===== src/rtl/stbuf_pkg.sv =====
package stbuf_pkg;

    typedef enum logic [1:0] {
        ST_IDLE     = 2'd0,
        ST_LD_ISSUE = 2'd1,
        ST_LD_WAIT  = 2'd2
    } ctrl_state_t;

endpackage


===== src/rtl/stbuf_fifo.sv =====
module stbuf_fifo #(
    parameter int ADDR_W = 8,
    parameter int DATA_W = 16,
    parameter int DEPTH  = 4
) (
    input  logic              clk,
    input  logic              rst_n,
    input  logic              push,
    input  logic [ADDR_W-1:0] push_addr,
    input  logic [DATA_W-1:0] push_data,
    input  logic              pop,
    output logic [ADDR_W-1:0] head_addr,
    output logic [DATA_W-1:0] head_data,
    output logic              full,
    output logic              empty,
    input  logic [ADDR_W-1:0] look_addr,
    output logic              look_hit,
    output logic [DATA_W-1:0] look_data
);

    localparam int PTR_W = (DEPTH > 1) ? $clog2(DEPTH) : 1;
    localparam int CNT_W = $clog2(DEPTH + 1);

    logic [ADDR_W-1:0] slot_addr [DEPTH];
    logic [DATA_W-1:0] slot_data [DEPTH];
    logic [PTR_W-1:0]  rd_ptr;
    logic [PTR_W-1:0]  wr_ptr;
    logic [CNT_W-1:0]  count;
    logic [DEPTH-1:0]  slot_live;
    logic [DEPTH-1:0]  slot_match;

    assign full      = (int'(count) == DEPTH);
    assign empty     = (count == '0);
    assign head_addr = slot_addr[rd_ptr];
    assign head_data = slot_data[rd_ptr];

    // per-slot storage and address comparator
    for (genvar i = 0; i < DEPTH; i++) begin : g_slot
        always_ff @(posedge clk) begin
            if (push && (int'(wr_ptr) == i)) begin
                slot_addr[i] <= push_addr;
                slot_data[i] <= push_data;
            end
        end

        always_comb begin
            slot_live[i]  = (((i - int'(rd_ptr) + DEPTH) % DEPTH) < int'(count));
            slot_match[i] = slot_live[i] && (slot_addr[i] == look_addr);
        end
    end

    // walk from oldest to youngest; the last match seen is the youngest
    always_comb begin
        look_hit  = 1'b0;
        look_data = '0;
        for (int k = 0; k < DEPTH; k++) begin
            if (slot_match[(int'(rd_ptr) + k) % DEPTH]) begin
                look_hit  = 1'b1;
                look_data = slot_data[(int'(rd_ptr) + k) % DEPTH];
            end
        end
    end

    always_ff @(posedge clk) begin
        if (!rst_n) begin
            rd_ptr <= '0;
            wr_ptr <= '0;
            count  <= '0;
        end else begin
            if (push) begin
                wr_ptr <= (int'(wr_ptr) == DEPTH - 1) ? '0 : wr_ptr + 1'b1;
            end
            if (pop) begin
                rd_ptr <= (int'(rd_ptr) == DEPTH - 1) ? '0 : rd_ptr + 1'b1;
            end
            case ({push, pop})
                2'b10:   count <= count + 1'b1;
                2'b01:   count <= count - 1'b1;
                default: count <= count;
            endcase
        end
    end

    AST_NO_OVERFLOW: assert property (@(posedge clk) disable iff (!rst_n)
        !(push && full));
    AST_NO_UNDERFLOW: assert property (@(posedge clk) disable iff (!rst_n)
        !(pop && empty));
    AST_PUSH_FILLS: assert property (@(posedge clk) disable iff (!rst_n)
        (push && !pop) |=> !empty);
    AST_EMPTY_FULL_EXCL: assert property (@(posedge clk) disable iff (!rst_n)
        !(empty && full));

endmodule


===== src/rtl/stbuf_ctrl.sv =====
module stbuf_ctrl
    import stbuf_pkg::*;
#(
    parameter int ADDR_W = 8,
    parameter int DATA_W = 16
) (
    input  logic              clk,
    input  logic              rst_n,
    input  logic              req_valid,
    input  logic              req_is_load,
    input  logic [ADDR_W-1:0] req_addr,
    output logic              req_ready,
    output logic              push,
    output logic              pop,
    input  logic              buf_full,
    input  logic              buf_empty,
    input  logic [ADDR_W-1:0] head_addr,
    input  logic [DATA_W-1:0] head_data,
    input  logic              hit,
    input  logic [DATA_W-1:0] hit_data,
    output logic              mem_valid,
    input  logic              mem_ready,
    output logic              mem_we,
    output logic [ADDR_W-1:0] mem_addr,
    output logic [DATA_W-1:0] mem_wdata,
    input  logic              mem_rvalid,
    input  logic [DATA_W-1:0] mem_rdata,
    output logic              rsp_valid,
    output logic [DATA_W-1:0] rsp_data
);

    ctrl_state_t       state_q;
    ctrl_state_t       state_d;
    logic [ADDR_W-1:0] ld_addr_q;
    logic              ld_acc;
    logic              st_acc;
    logic              drain;

    assign ld_acc = req_valid && req_is_load && (state_q == ST_IDLE);
    assign st_acc = req_valid && !req_is_load && !buf_full;

    // state register
    always_ff @(posedge clk) begin
        if (!rst_n) begin
            state_q <= ST_IDLE;
        end else begin
            state_q <= state_d;
        end
    end

    // transitions
    always_comb begin
        state_d = state_q;
        unique case (state_q)
            ST_IDLE: begin
                if (ld_acc && !hit) begin
                    state_d = mem_ready ? ST_LD_WAIT : ST_LD_ISSUE;
                end
            end
            ST_LD_ISSUE: begin
                if (mem_ready) begin
                    state_d = ST_LD_WAIT;
                end
            end
            ST_LD_WAIT: begin
                if (mem_rvalid) begin
                    state_d = ST_IDLE;
                end
            end
            default: state_d = ST_IDLE;
        endcase
    end

    // outputs: request handshake and memory port arbitration
    always_comb begin
        req_ready = req_is_load ? (state_q == ST_IDLE) : !buf_full;
        push      = st_acc;
        drain     = 1'b0;
        mem_valid = 1'b0;
        mem_we    = 1'b0;
        mem_addr  = '0;
        mem_wdata = '0;
        unique case (state_q)
            ST_IDLE: begin
                if (ld_acc && !hit) begin
                    mem_valid = 1'b1;
                    mem_addr  = req_addr;
                end else if (!buf_empty) begin
                    drain     = 1'b1;
                    mem_valid = 1'b1;
                    mem_we    = 1'b1;
                    mem_addr  = head_addr;
                    mem_wdata = head_data;
                end
            end
            ST_LD_ISSUE: begin
                mem_valid = 1'b1;
                mem_addr  = ld_addr_q;
            end
            ST_LD_WAIT: begin
                mem_valid = 1'b0;
            end
            default: mem_valid = 1'b0;
        endcase
        pop = drain && mem_ready;
    end

    // registered load response and captured load address
    always_ff @(posedge clk) begin
        if (!rst_n) begin
            rsp_valid <= 1'b0;
            rsp_data  <= '0;
            ld_addr_q <= '0;
        end else begin
            rsp_valid <= 1'b0;
            if (ld_acc) begin
                ld_addr_q <= req_addr;
            end
            if (ld_acc && hit) begin
                rsp_valid <= 1'b1;
                rsp_data  <= hit_data;
            end else if ((state_q == ST_LD_WAIT) && mem_rvalid) begin
                rsp_valid <= 1'b1;
                rsp_data  <= mem_rdata;
            end
        end
    end

    AST_HIT_ONE_CYCLE: assert property (@(posedge clk) disable iff (!rst_n)
        (ld_acc && hit) |=> rsp_valid);
    AST_HIT_NO_READ: assert property (@(posedge clk) disable iff (!rst_n)
        (ld_acc && hit) |-> !(mem_valid && !mem_we));
    AST_LOAD_WINS: assert property (@(posedge clk) disable iff (!rst_n)
        (ld_acc && !hit) |-> (mem_valid && !mem_we && !pop));
    AST_MISS_RESP: assert property (@(posedge clk) disable iff (!rst_n)
        ((state_q == ST_LD_WAIT) && mem_rvalid) |=> (rsp_valid && (state_q == ST_IDLE)));
    AST_NO_DRAIN_IN_LOAD: assert property (@(posedge clk) disable iff (!rst_n)
        (state_q != ST_IDLE) |-> !pop);
    AST_SINGLE_LOAD: assert property (@(posedge clk) disable iff (!rst_n)
        ((state_q != ST_IDLE) && req_valid && req_is_load) |-> !req_ready);

endmodule


===== src/rtl/stbuf_bypass.sv =====
module stbuf_bypass #(
    parameter int ADDR_W = 8,
    parameter int DATA_W = 16,
    parameter int DEPTH  = 4
) (
    input  logic              clk,
    input  logic              rst_n,
    input  logic              req_valid,
    output logic              req_ready,
    input  logic              req_is_load,
    input  logic [ADDR_W-1:0] req_addr,
    input  logic [DATA_W-1:0] req_wdata,
    output logic              rsp_valid,
    output logic [DATA_W-1:0] rsp_data,
    output logic              mem_valid,
    input  logic              mem_ready,
    output logic              mem_we,
    output logic [ADDR_W-1:0] mem_addr,
    output logic [DATA_W-1:0] mem_wdata,
    input  logic              mem_rvalid,
    input  logic [DATA_W-1:0] mem_rdata,
    output logic              empty
);

    logic              push;
    logic              pop;
    logic              buf_full;
    logic              buf_empty;
    logic [ADDR_W-1:0] head_addr;
    logic [DATA_W-1:0] head_data;
    logic              hit;
    logic [DATA_W-1:0] hit_data;

    assign empty = buf_empty;

    stbuf_fifo #(
        .ADDR_W (ADDR_W),
        .DATA_W (DATA_W),
        .DEPTH  (DEPTH)
    ) u_fifo (
        .clk       (clk),
        .rst_n     (rst_n),
        .push      (push),
        .push_addr (req_addr),
        .push_data (req_wdata),
        .pop       (pop),
        .head_addr (head_addr),
        .head_data (head_data),
        .full      (buf_full),
        .empty     (buf_empty),
        .look_addr (req_addr),
        .look_hit  (hit),
        .look_data (hit_data)
    );

    stbuf_ctrl #(
        .ADDR_W (ADDR_W),
        .DATA_W (DATA_W)
    ) u_ctrl (
        .clk         (clk),
        .rst_n       (rst_n),
        .req_valid   (req_valid),
        .req_is_load (req_is_load),
        .req_addr    (req_addr),
        .req_ready   (req_ready),
        .push        (push),
        .pop         (pop),
        .buf_full    (buf_full),
        .buf_empty   (buf_empty),
        .head_addr   (head_addr),
        .head_data   (head_data),
        .hit         (hit),
        .hit_data    (hit_data),
        .mem_valid   (mem_valid),
        .mem_ready   (mem_ready),
        .mem_we      (mem_we),
        .mem_addr    (mem_addr),
        .mem_wdata   (mem_wdata),
        .mem_rvalid  (mem_rvalid),
        .mem_rdata   (mem_rdata),
        .rsp_valid   (rsp_valid),
        .rsp_data    (rsp_data)
    );

    AST_DRAIN_NEEDS_ENTRY: assert property (@(posedge clk) disable iff (!rst_n)
        (mem_valid && mem_we) |-> !empty);
    AST_RESET_QUIET: assert property (@(posedge clk)
        !rst_n |=> (empty && !rsp_valid));

endmodule


===== config.mk =====
export PLATFORM = sky130hd
export DESIGN_NAME = stbuf_bypass
export DESIGN_NICKNAME = d
export VERILOG_FILES = /design/src/rtl/stbuf_pkg.sv /design/src/rtl/stbuf_fifo.sv /design/src/rtl/stbuf_ctrl.sv /design/src/rtl/stbuf_bypass.sv
export SDC_FILE = /design/constraint.sdc
export NUM_CORES = 1
export LEC_CHECK = 0
export ABC_AREA = 0
export BUFFER_PORTS_ARGS = -buffer_cell sky130_fd_sc_hd__buf_4
export CORE_ASPECT_RATIO = 1.1
export CORE_MARGIN = 3
export CORE_UTILIZATION = 51
export DETAILED_ROUTE_END_ITERATION = 8
export PLACE_DENSITY = 0.71
export RECOVER_POWER = 50
export SLEW_MARGIN = 20
export SYNTH_ARGS = -nofsm -noshare
export SYNTH_HDL_FRONTEND = slang
export SYNTH_SLANG_ARGS = --single-unit
export TNS_END_PERCENT = 30

===== constraint.sdc =====
create_clock -name clk -period 11.2 [get_ports clk]
set_clock_uncertainty 0.15 [all_clocks]
set_input_delay 1.12 -clock clk [delete_from_list [all_inputs] [get_ports clk]]
set_output_delay 1.12 -clock clk [all_outputs]
set_load 0.1 [all_outputs]

==> metrics <==
first-pass GRT wire length=30,400 µm; Max FO, Critical Path=41; total power=1.57 mW; fin nets=737; net switching power=514 µW; Req. time, crit path=9.93 ns; RSZ-0062 raised after global routing=false; register area share after synthesis=47.8%; FF-to-FF End=u_fifo.count[2]; combinational share of power=26.2%; worst rel slew slack=-14.8%; Detailed Route WL=20,100 µm; DRC violations left=0; Main synth FF type=edfxtp_1; Leakage Power=2.93 nW; leading area contributor after synthesis=edfxtp_1; GP Congestion=0.853; drt wl/cell=22.8 µm; share of the synthesized area in the top cell type=38.3%; CTS buffer count=17; RR Startpoint=u_fifo.rd_ptr[0]; reported max-cap violation count=1; slowest cell on the critical path=ha_1; Port Buf Inserts=90; reg-to-reg slack, setup=5.39 ns; EDFF count, synth=96; CTS root buf=clkbuf_16; DRT antenna net count=0; count of warnings emitted by yosys=0; PwrDens=178 nW/µm²; cts repair resizes=0; chip height=133 µm; Die Width=122 µm; setup bufs post-CTS=0; failing checks=max-capacitance violations, max-slew violations; Syn Area/Cell=12.4 µm²; Critical Path AT=5.07 ns; clock share of power=37.6%; H-Tree Depth=4; vias in the first global route=5,592; number of synthesized register bits=132; largest net degree at the start of global routing=42; Crit. path cell count=11; Rows=45; io pins=91; Post-synth ARST share=0%; setup TNS=0 ns; count leader, synth=edfxtp_1; worst-skew pair later-pin latency=0.42 ns; Critical Path, Cell by Cell=ha_1 > inv_1 > ha_1 > nor3b_1 > nor4b_2 > nor4_1 > and2_0 > nor3b_1 > a211oi_1 > nor3_1 > buf_4; VDD IR max=0.000166 V; Syn-to-layout area delta=17.2%; Setup crit end kind=output pin; Buf/Inv on CP=2; dpl hpwl=13,000 µm; iteration-0 DRC count of the detailed router=622; antenna cell count=0; most frequent cells after synthesis=edfxtp_1 (96), a22oi_1 (53), mux4_2 (41); final hold slack=0.316 ns; status=complete, but fails checks; sw frac=32.8%; Pint=1.05 mW; DP Cell Count=849; GRT Total Usage=24.8%; critical path type=reg2out; Cells after Synth=609; CTS Hold Bufs=0; vias=5,666; final hold viol count=0; Period minus WS final=6.34 ns; Finished Layout Cells=881; crit-path leading delay family=simple AND/OR/NAND/NOR gates; initial core utilization=53.3%; Via density=6.43; Worst-path clk slew=0.05 ns; crit path to=mem_addr[4]; die area=16,300 µm²; Reg2Reg Depth=16; share of layout cells above drive strength 1=24.4%; fin. max-slew vios=25; main area contributors after synthesis=edfxtp_1 (38%), mux4_2 (12%), dfxtp_1 (9.6%), a22oi_1 (5.3%), xnor2_1 (3.4%); fin crit share=56.6%; highest clock rate=158 MHz; initial antenna violation count=0; DRT Pass-1 Iters=8; crit start category=register; clock buffer depth=2; Setup violations, final=0; Critical Path Max Stage Delay=0.93 ns; worst hold path type=reg2reg; clk sinks=132; post-synth net total=666; share of power burned in registers=36.2%; total core area=14,100 µm²; CTS tree=yes; Netlist cell types=52; Cell Area, Synth=7530 µm²; GRT Residual Overflow=0; Crit. Startpoint=u_fifo.rd_ptr[0]; worst slew pin tran=1.72 ns
## through the flow
step / area, µm² / setup slack [ns] / utilization (%)
6_report: 8820 / 4.86 / 62.4
2_1_floorplan: 7530 / 4.76 / -
3_3_place_gp: 8360 / 5.18 / 59.1
4_1_cts: 8980 / 4.49 / 63.5
5_1_grt: 8820 / 4.45 / 62.4
3_5_place_dp: 8360 / 4.94 / 59.1
## power groups by stage
stage,clock network (mW),logic (mW),registers (mW)
6_report,0.589,0.412,0.567
5_1_grt,0.617,0.431,0.571
4_1_cts,0.593,0.419,0.567
3_5_place_dp,0,0.417,0.577
3_3_place_gp,0,0.413,0.575
2_1_floorplan,0,0.326,0.567
## kinds of logic (layout without fill, tap and decap cells)
| logic type | after synthesis | after routing | synth area share, % |
|---|---|---|---|
| buffers and inverters | 64 | 148 | 3.52 |
| adder cells (fa/ha/maj) | 11 | 11 | 1.93 |
| multiplexers | 71 | 71 | 16.6 |
| AO/OA/AOI/OAI | 144 | 144 | 15.0 |
| flip-flops | 132 | 132 | 47.8 |
| AND/OR/NAND/NOR | 153 | 153 | 11.2 |
| XOR/XNOR | 34 | 34 | 3.95 |
## placed cells by master, fill, tap and decap left out, drive strengths merged, types with 7 or more instances in the layout
| master | count |
|---|---|
| o21ai | 7 |
| a21boi | 12 |
| clkinv | 7 |
| o32ai | 13 |
| buf | 58 |
| inv | 15 |
| and2 | 25 |
| mux4 | 41 |
| nor2 | 19 |
| nand3 | 20 |
| a21oi | 20 |
| dfxtp | 36 |
| nor3 | 10 |
| edfxtp | 96 |
| a211oi | 18 |
| ha | 10 |
| clkbuf | 63 |
| mux2i | 10 |
| mux2 | 20 |
| nor3b | 12 |
| xnor2 | 29 |
| nand2 | 37 |
| a22oi | 53 |
| nor2b | 10 |
## flip-flops by register name (all words and copies together), names as in the netlist, named ones only
register and count:
u_ctrl.rsp_valid 1, u_fifo.slot_addr 32, u_fifo.count 3, u_fifo.wr_ptr 2
u_ctrl.state_q 2, u_fifo.slot_data 64, u_ctrl.ld_addr_q 8, u_fifo.rd_ptr 2
u_ctrl.rsp_data 16
## worst min-delay path by stage
stage	cells after the start	startpoint	slack, ns	end
6_report	2	u_ctrl.ld_addr_q[7]	0.32	u_ctrl.ld_addr_q[7]
2_1_floorplan	2	u_ctrl.ld_addr_q[0]	0.29	u_ctrl.ld_addr_q[0]
3_3_place_gp	2	u_ctrl.ld_addr_q[0]	0.30	u_ctrl.ld_addr_q[0]
3_5_place_dp	2	u_ctrl.ld_addr_q[6]	0.31	u_ctrl.ld_addr_q[6]
5_1_grt	2	u_ctrl.ld_addr_q[1]	0.35	u_ctrl.ld_addr_q[1]
4_1_cts	2	u_ctrl.ld_addr_q[6]	0.32	u_ctrl.ld_addr_q[6]
## routing by layer
layer	track usage, %	up-vias	share of wire (%)
li1	-	2532	-
met1	31.7	2747	39
met2	40.7	341	49
met3	5.10	46	9.7
met4	11.3	0	2.3
met5	0	-	0
## area by class of cell
| class | instances | area [µm²] |
|---|---|---|
| flip-flops and latches | 132 | 3610 |
| well taps | 188 | 235 |
| fillers | 1127 | 5310 |
| inverters | 15 | 56.3 |
| repair buffers | 101 | 597 |
| clock buffers | 20 | 437 |
| clock inverters | 12 | 185 |
| multi-input cells | 413 | 3710 |
## worst reg2reg max path: stages (launching register included)
cell       delay, ns
dfxtp_4         0.75
ha_1            0.94
inv_1           0.15
ha_1            0.31
nor3b_1         0.15
nor4b_2         0.64
nor4_1          0.23
a2111oi_4       0.57
buf_4           0.35
nand2_1         0.18
inv_1           0.08
ha_1            0.17
inv_1           0.06
fa_1            0.37
xor2_1          0.16
or3_1           0.31
a21boi_0        0.17
No activity file was read; power rests on OpenSTA's default activity.
